[src/rtl/dma2d_pkg.sv]
package dma2d_pkg;

  // Channel control states
  typedef enum logic [1:0] {
    CH_OFF  = 2'd0,   // disabled or finished
    CH_WAIT = 2'd1,   // enabled, waiting for a request
    CH_LINE = 2'd2    // moving the words of one line
  } ch_state_e;

endpackage

[src/rtl/dma2d_req_detect.sv]
module dma2d_req_detect #(
  parameter  int NUM_REQ     = 32,
  parameter  int SYNC_STAGES = 0,
  localparam int SEL_W       = (NUM_REQ > 1) ? $clog2(NUM_REQ) : 1
) (
  input  logic               clk,
  input  logic               rst_n,
  input  logic [NUM_REQ-1:0] req_lines,
  input  logic [SEL_W-1:0]   sel,
  output logic               rise
);

  logic sel_lvl;
  logic lvl_s;
  logic prev_q;
  logic prev_d;

  assign sel_lvl = req_lines[sel];

  generate
    if (SYNC_STAGES > 0) begin : g_sync
      logic [SYNC_STAGES-1:0] chain_q;
      logic [SYNC_STAGES-1:0] chain_d;

      always_comb begin
        chain_d[0] = sel_lvl;
        for (int i = 1; i < SYNC_STAGES; i++) begin
          chain_d[i] = chain_q[i-1];
        end
      end

      always_ff @(posedge clk or negedge rst_n) begin
        if (!rst_n) chain_q <= '0;
        else        chain_q <= chain_d;
      end

      assign lvl_s = chain_q[SYNC_STAGES-1];
    end else begin : g_direct
      assign lvl_s = sel_lvl;
    end
  endgenerate

  assign prev_d = lvl_s;

  always_ff @(posedge clk or negedge rst_n) begin
    if (!rst_n) prev_q <= 1'b0;
    else        prev_q <= prev_d;
  end

  assign rise = lvl_s & ~prev_q;

  // an edge is reported for one cycle only
  a_r3_rise_single: assert property (@(posedge clk) disable iff (!rst_n)
    rise |=> !rise);

endmodule

[src/rtl/dma2d_count.sv]
module dma2d_count #(
  parameter int LO_W = 12,
  parameter int HI_W = 12
) (
  input  logic            clk,
  input  logic            rst_n,
  input  logic            load,
  input  logic [LO_W-1:0] lo_init,
  input  logic [HI_W-1:0] hi_init,
  input  logic            step,
  output logic            line_end,
  output logic            block_end
);

  logic [LO_W-1:0] lo_q, lo_d;
  logic [LO_W-1:0] lo_rel_q, lo_rel_d;
  logic [HI_W-1:0] hi_q, hi_d;
  logic            lo_zero;
  logic            hi_zero;

  assign lo_zero = (lo_q == '0);
  assign hi_zero = (hi_q == '0);

  always_comb begin
    lo_d     = lo_q;
    hi_d     = hi_q;
    lo_rel_d = lo_rel_q;
    if (load) begin
      lo_d     = lo_init;
      hi_d     = hi_init;
      lo_rel_d = lo_init;
    end else if (step) begin
      if (lo_zero) begin
        lo_d = lo_rel_q;
        hi_d = hi_q - HI_W'(1);
      end else begin
        lo_d = lo_q - LO_W'(1);
      end
    end
  end

  always_ff @(posedge clk or negedge rst_n) begin
    if (!rst_n) begin
      lo_q     <= '0;
      hi_q     <= '0;
      lo_rel_q <= '0;
    end else begin
      lo_q     <= lo_d;
      hi_q     <= hi_d;
      lo_rel_q <= lo_rel_d;
    end
  end

  assign line_end  = lo_zero;
  assign block_end = lo_zero & hi_zero;

  // the word counter never exceeds the reload value of a line
  a_r7_lo_bounded: assert property (@(posedge clk) disable iff (!rst_n)
    lo_q <= lo_rel_q);

  // after the last word of a line the counter restarts a full line
  a_r7_line_reload: assert property (@(posedge clk) disable iff (!rst_n)
    (step && lo_zero && !load) |=> (lo_q == lo_rel_q));

endmodule

[src/rtl/dma2d_addr.sv]
module dma2d_addr #(
  parameter int ADDR_W = 24
) (
  input  logic              clk,
  input  logic              rst_n,
  input  logic              load,
  input  logic [ADDR_W-1:0] src_init,
  input  logic [ADDR_W-1:0] dst_init,
  input  logic [ADDR_W-1:0] dst_off,
  input  logic              step,
  input  logic              line_end,
  output logic [ADDR_W-1:0] src,
  output logic [ADDR_W-1:0] dst
);

  logic [ADDR_W-1:0] src_q, src_d;
  logic [ADDR_W-1:0] dst_q, dst_d;
  logic [ADDR_W-1:0] off_q, off_d;

  always_comb begin
    src_d = src_q;
    dst_d = dst_q;
    off_d = off_q;
    if (load) begin
      src_d = src_init;
      dst_d = dst_init;
      off_d = dst_off;
    end else if (step) begin
      src_d = src_q + ADDR_W'(1);
      dst_d = line_end ? (dst_q + off_q) : (dst_q + ADDR_W'(1));
    end
  end

  always_ff @(posedge clk or negedge rst_n) begin
    if (!rst_n) begin
      src_q <= '0;
      dst_q <= '0;
      off_q <= '0;
    end else begin
      src_q <= src_d;
      dst_q <= dst_d;
      off_q <= off_d;
    end
  end

  assign src = src_q;
  assign dst = dst_q;

  // source steps by exactly one per word
  a_r5_src_step: assert property (@(posedge clk) disable iff (!rst_n)
    (step && !load) |=> (src_q == $past(src_q) + ADDR_W'(1)));

  // without a word moved, both addresses hold
  a_r4_addr_hold: assert property (@(posedge clk) disable iff (!rst_n)
    (!step && !load) |=> ($stable(src_q) && $stable(dst_q)));

  // inside a line the destination steps by one
  a_r6_dst_in_line: assert property (@(posedge clk) disable iff (!rst_n)
    (step && !line_end && !load) |=> (dst_q == $past(dst_q) + ADDR_W'(1)));

endmodule

[src/rtl/dma2d_channel.sv]
module dma2d_channel
  import dma2d_pkg::*;
#(
  parameter  int NUM_REQ     = 32,
  parameter  int ADDR_W      = 24,
  parameter  int LO_W        = 12,
  parameter  int HI_W        = 12,
  parameter  int SYNC_STAGES = 0,
  localparam int SEL_W       = (NUM_REQ > 1) ? $clog2(NUM_REQ) : 1
) (
  input  logic               clk,
  input  logic               rst_n,
  input  logic               cfg_load,
  input  logic               cfg_enable,
  input  logic               cfg_irq_en,
  input  logic [SEL_W-1:0]   cfg_req_sel,
  input  logic [1:0]         cfg_space,
  input  logic [HI_W-1:0]    cfg_lines_m1,
  input  logic [LO_W-1:0]    cfg_words_m1,
  input  logic [ADDR_W-1:0]  cfg_src_base,
  input  logic [ADDR_W-1:0]  cfg_dst_base,
  input  logic [ADDR_W-1:0]  cfg_dst_offset,
  input  logic [NUM_REQ-1:0] req_lines,
  input  logic               bus_grant,
  output logic [ADDR_W-1:0]  src_addr,
  output logic [ADDR_W-1:0]  dst_addr,
  output logic [1:0]         mem_space,
  output logic               xfer_strobe,
  output logic               ch_active,
  output logic               done_irq
);

  ch_state_e        state_q, state_d;
  logic             pend_q, pend_d;
  logic             irq_q, irq_d;
  logic             irq_en_q, irq_en_d;
  logic [SEL_W-1:0] sel_q, sel_d;
  logic [1:0]       space_q, space_d;
  logic             req_rise;
  logic             line_end;
  logic             block_end;
  logic             xfer;

  dma2d_req_detect #(
    .NUM_REQ    (NUM_REQ),
    .SYNC_STAGES(SYNC_STAGES)
  ) u_req (
    .clk      (clk),
    .rst_n    (rst_n),
    .req_lines(req_lines),
    .sel      (sel_q),
    .rise     (req_rise)
  );

  dma2d_count #(
    .LO_W(LO_W),
    .HI_W(HI_W)
  ) u_count (
    .clk      (clk),
    .rst_n    (rst_n),
    .load     (cfg_load),
    .lo_init  (cfg_words_m1),
    .hi_init  (cfg_lines_m1),
    .step     (xfer),
    .line_end (line_end),
    .block_end(block_end)
  );

  dma2d_addr #(
    .ADDR_W(ADDR_W)
  ) u_addr (
    .clk     (clk),
    .rst_n   (rst_n),
    .load    (cfg_load),
    .src_init(cfg_src_base),
    .dst_init(cfg_dst_base),
    .dst_off (cfg_dst_offset),
    .step    (xfer),
    .line_end(line_end),
    .src     (src_addr),
    .dst     (dst_addr)
  );

  assign xfer = (state_q == CH_LINE) & bus_grant;

  // Configuration capture
  always_comb begin
    irq_en_d = irq_en_q;
    sel_d    = sel_q;
    space_d  = space_q;
    if (cfg_load) begin
      irq_en_d = cfg_irq_en;
      sel_d    = cfg_req_sel;
      space_d  = cfg_space;
    end
  end

  // Channel sequencing
  always_comb begin
    state_d = state_q;
    pend_d  = pend_q;
    irq_d   = 1'b0;
    if (cfg_load) begin
      state_d = cfg_enable ? CH_WAIT : CH_OFF;
      pend_d  = 1'b0;
    end else begin
      unique case (state_q)
        CH_WAIT: begin
          if (req_rise || pend_q) begin
            state_d = CH_LINE;
            pend_d  = 1'b0;
          end
        end
        CH_LINE: begin
          if (req_rise) pend_d = 1'b1;
          if (xfer && line_end) begin
            if (block_end) begin
              state_d = CH_OFF;
              pend_d  = 1'b0;
              irq_d   = irq_en_q;
            end else begin
              state_d = CH_WAIT;
            end
          end
        end
        default: begin
          state_d = CH_OFF;
          pend_d  = 1'b0;
        end
      endcase
    end
  end

  always_ff @(posedge clk or negedge rst_n) begin
    if (!rst_n) begin
      state_q  <= CH_OFF;
      pend_q   <= 1'b0;
      irq_q    <= 1'b0;
      irq_en_q <= 1'b0;
      sel_q    <= '0;
      space_q  <= '0;
    end else begin
      state_q  <= state_d;
      pend_q   <= pend_d;
      irq_q    <= irq_d;
      irq_en_q <= irq_en_d;
      sel_q    <= sel_d;
      space_q  <= space_d;
    end
  end

  assign xfer_strobe = xfer;
  assign ch_active   = (state_q != CH_OFF);
  assign done_irq    = irq_q;
  assign mem_space   = space_q;

  // completion interrupt lasts one cycle
  a_r9_irq_pulse: assert property (@(posedge clk) disable iff (!rst_n)
    done_irq |=> !done_irq);

  // interrupt only with the channel already off
  a_r9_irq_when_off: assert property (@(posedge clk) disable iff (!rst_n)
    done_irq |-> !ch_active);

  // a held request starts the next line on the following edge
  a_r8_held_start: assert property (@(posedge clk) disable iff (!rst_n)
    (pend_q && state_q == CH_WAIT && !cfg_load) |=> (state_q == CH_LINE));

  // with no edge and nothing held, a waiting channel keeps waiting
  a_r3_idle_wait: assert property (@(posedge clk) disable iff (!rst_n)
    (state_q == CH_WAIT && !req_rise && !pend_q && !cfg_load)
      |=> (state_q == CH_WAIT));

  // a finished channel stays off until reloaded
  a_r9_stay_off: assert property (@(posedge clk) disable iff (!rst_n)
    (!ch_active && !cfg_load) |=> !ch_active);

endmodule

[config.mk]
export PLATFORM = sky130hd
export DESIGN_NAME = dma2d_channel
export DESIGN_NICKNAME = d
export VERILOG_FILES = /design/src/rtl/dma2d_pkg.sv /design/src/rtl/dma2d_req_detect.sv /design/src/rtl/dma2d_count.sv /design/src/rtl/dma2d_addr.sv /design/src/rtl/dma2d_channel.sv
export SDC_FILE = /design/constraint.sdc
export NUM_CORES = 1
export LEC_CHECK = 0
export BUFFER_PORTS_ARGS = -buffer_cell sky130_fd_sc_hd__buf_2
export CORE_ASPECT_RATIO = 1.2
export CORE_MARGIN = 1.5
export CORE_UTILIZATION = 50
export CTS_CLUSTER_SIZE = 28
export DETAILED_ROUTE_END_ITERATION = 10
export GPL_TIMING_DRIVEN = 0
export HOLD_SLACK_MARGIN = 0.08
export PLACE_DENSITY = 0.85
export SLEW_MARGIN = 20
export SYNTH_ARGS = -nofsm -noshare
export SYNTH_HDL_FRONTEND = slang
export SYNTH_SLANG_ARGS = --single-unit
export TNS_END_PERCENT = 1
[constraint.sdc]
create_clock -name clk -period 4.4 [get_ports clk]
set_clock_uncertainty 0.05 [all_clocks]
set_input_delay 0.88 -clock clk [delete_from_list [all_inputs] [get_ports clk]]
set_output_delay 0.88 -clock clk [all_outputs]
set_load 0.05 [all_outputs]
==> flow_metrics.py <==
metrics = {
    "outcome": {
        "status": "finished, final reports clean",
    },
    "routing": {
        "vias": 6808,
        "vias_per_cell": 5.75,
        "routedWlPerCell_um": 17.3,
        "postRouteAntennaNets": 0,
        "dr.pass1.iters": 5,
        "initialDrtViolationCount": 372,
        "route.detailed.drc": 0,
        "routed_wl_mm": 20.5,
    },
    "yosys": {
        "muxShareOfSynthArea_pct": 9.16,
        "synthArstFlopShare_pct": 100,
        "yosysWarnings": 0,
        "synth.distinct_cells": 54,
        "synth_nets": 956,
        "synth_area_leaders": "dfrtp_1 42%, o21ai_0 6.6%, mux2_2 5.8%, nand2_1 5.1%, ha_1 4.7%",
        "synth_ff_type": "dfrtp_1",
        "synth_top_family_by_area": "simple AND/OR/NAND/NOR gates",
        "synth-simple-area-share_pct": 18.4,
        "syn_area_mm2": 0.00722,
        "synth-xor-area-share_pct": 5.94,
        "synth_top_area_cell": "dfrtp_1",
        "synth_top_area_share_pct": 41.9,
        "synthCells": 787,
        "synth.ff_latch_count": 121,
        "avgSynthCellArea_um2": 9.18,
        "synth_fa_ha_area_share_pct": 4.95,
        "synth-edff-count": 0,
        "synth_compound_area_share_pct": 15.8,
        "yosysSeqAreaShare_pct": 41.9,
    },
    "critical_path": {
        "path_class": "reg -> reg",
        "r2r_slack_ns": 0.27,
        "r2r-end": "u_addr.dst[18]$_DFFE_PN0P_",
        "cpLargestDelayFamily": "simple AND/OR/NAND/NOR gates",
        "path_buf_inv": 5,
        "crit_start": "u_count.lo_q[4]$_DFFE_PN0P_",
        "r2r_cells": 16,
        "rr_startpoint": "u_count.lo_q[4]$_DFFE_PN0P_",
        "critical_path_arrival_ns": 4.43,
        "cp-start-kind": "flip-flop",
        "slowest_delay_ns": 0.42,
        "worstPathRequired_ns": 4.71,
        "cpMaxStageDelayCell": "dfrtp_1",
        "cp_cell_sequence": "or3_1 > clkbuf_1 > nor4b_2 > buf_4 > clkbuf_4 > clkbuf_4 > and2_1 > ha_1 > clkbuf_1 > a21o_1 > and3_1 > a31o_2 > a211oi_4 > o21ai_0 > or4_1 > nand3_1",
        "crit_fanout": 10,
        "cp-end-kind": "flip-flop",
    },
    "sta": {
        "slew_headroom_pct": 49.5,
        "fmax_ghz": 0.242,
        "worst_pin_slew_ns": 0.757,
        "slew_viol_final": 0,
        "min_period_ns": 4.13,
        "finalSetupViolCount": 0,
        "rsz0062_at_grt": "no",
        "hold_viol": 0,
        "hold_slack_ns": 0.307,
        "final.setup.tns_ns": 0,
        "fin_ws_ns": 0.275,
        "fin_crit_sh_pct": 93.8,
    },
    "clock_network": {
        "cts-root-buf": "clkbuf_16",
        "hold_buffers": 0,
        "clock-sinks": 121,
        "htreeDepth": 4,
        "cts_buffer_depth": 2,
        "insertion_delay_ns": 0.43,
        "cts_tree": "built",
        "cts_buffers": 17,
        "clk_pin_slew_ns": 0.06,
    },
    "power_and_ir_drop": {
        "p_leak_nw": 4.23,
        "comb_power_share_pct": 19.2,
        "p_seq_share_pct": 36.9,
        "fin_total_pwr_w": 0.00355,
        "p_int_w": 0.00253,
        "power.switching_w": 0.00102,
        "power_density_mw_per_mm2": 387,
        "vdd_ir_drop_max_mv": 0.274,
        "switching_share_pct": 28.7,
        "power.share.clock_pct": 43.9,
    },
    "die": {
        "dieArea_mm2": 0.0152,
        "die-width_um": 113,
        "start_util_pct": 51.8,
        "die_y_um": 135,
        "coreArea_mm2": 0.0139,
        "row_count": 47,
        "ios": 194,
    },
    "run": {
        "drv.max_cap_violation_count": 0,
    },
    "global_route": {
        "overflow": 0,
        "grt_max_degree": 80,
        "grt_util_all_layers_pct": 28.0,
        "grt_pass1_wl_mm": 33.3,
        "antenna_found_initial": 1,
        "grt_pass1_vias": 6861,
    },
    "hold_path": {
        "hp-class": "in -> async",
    },
    "cells_and_area": {
        "utilization_pct": 65.8,
        "layout.nets": 1169,
        "drive_gt1_share_pct": 29.5,
        "final_common_cell": "buf_2",
        "most-common-layout-cells": "192 x buf_2, 121 x dfrtp_1, 98 x nand2_1",
        "synthToLayoutAreaGrowth_pct": 27.0,
    },
    "placement": {
        "place.gp.congestion": 0.928,
        "dp_hpwl_mm": 15.0,
        "dp_slack_ns": -0.295,
        "port-buffer-count": 193,
    },
}
[repair_timing]
action	4_1_cts	5_1_grt
gates resized for setup	8	15
setup buffers	0	3
setup endpoints to repair	11	13
pin swaps	1	2
[synthesized netlist by cell type (2+ instances only)]
library cell	n
o31ai_1	4
nor2_1	37
dfrtp_1	121
a21oi_1	55
nand3_1	23
mux2i_1	2
o221ai_1	4
mux4_2	10
o21ai_0	95
a31o_2	3
or2_2	2
nor4_1	7
o21bai_1	3
ha_1	27
a21o_1	6
nand4_1	12
o211ai_1	8
nand3b_1	3
xnor2_1	22
a22oi_1	2
nor2b_1	4
nor3_1	18
or3_1	4
or4_1	3
mux2_2	37
buf_2	2
xor2_1	27
and4_1	5
a311oi_1	2
nand2b_1	7
a31oi_1	9
nand2_1	98
clkbuf_1	39
a211oi_1	4
and2_1	21
inv_1	28
and3_1	16
[per-layer routing]
| metal | GRT usage (%) | part of all wire (%) | wire length, um |
|---|---|---|---|
| met5 | 0 | 0 | 0 |
| met4 | 14.4 | 3.5 | 709 |
| met3 | 5.12 | 6.1 | 1250 |
| met2 | 47.7 | 50 | 10200 |
| met1 | 34.1 | 41 | 8350 |
[worst max-delay path by stage]
stage,to,slack (ns),cells past startpoint
2_1_floorplan,u_addr.dst[18]$_DFFE_PN0P_,0.43,16
3_3_place_gp,u_addr.dst[18]$_DFFE_PN0P_,-0.31,16
3_5_place_dp,u_addr.dst[18]$_DFFE_PN0P_,-0.29,16
4_1_cts,u_addr.dst[21]$_DFFE_PN0P_,-0.02,15
5_1_grt,u_addr.dst[19]$_DFFE_PN0P_,0.004,15
6_report,u_addr.dst[18]$_DFFE_PN0P_,0.27,16
[sequential cells by signal, indices dropped and copies added, names as in the netlist, 2 cells and up]
| signal | count |
|---|---|
| mem_space | 2 |
| sel_q | 5 |
| state_q | 2 |
| u_addr.dst | 24 |
| u_addr.off_q | 24 |
| u_addr.src | 24 |
| u_count.hi_q | 12 |
| u_count.lo_q | 12 |
| u_count.lo_rel_q | 12 |
[per-stage QoR]
stage | area (um2) | instances
after floorplan | 7220 | 787
after global placement | 8400 | 1151
after detailed placement | 8440 | 1152
after CTS | 9120 | 1183
after global routing | 9170 | 1184
final | 9170 | 1184
[cell families (layout without fill, tap and decap cells)]
logic type                 count (synthesis)  count (layout)
and+or+nand+nor                          267             267
AOI/OAI and AO/OA                        201             201
DFF                                      121             121
muxes                                     49              49
xor gates and xnor gates                  49              49
buffers and inverters                     72             297
adders and majority gates                 28              28
other                                      0               1
[area by class of cell]
cell class / instances / area, um2
Tap cell: 171 / 214
Multi-Input combinational cell: 594 / 3970
Clock inverter: 8 / 165
Antenna cell: 1 / 2.50
Clock buffer: 23 / 488
Sequential cell: 121 / 3030
Fill cell: 1176 / 4770
Inverter: 29 / 109
Timing Repair Buffer: 197 / 1020
Buffer: 40 / 173
[power groups by stage]
stage	clock, W	sequential (W)	combinational, W
after global routing	0.00162	0.00132	0.000742
after detailed placement	0	0.00132	0.000678
final	0.00156	0.00131	0.000682
after floorplan	0	0.00147	0.000303
after CTS	0.00157	0.00131	0.000683
after global placement	0	0.00132	0.000659
Power figures use the tool's default switching activity.
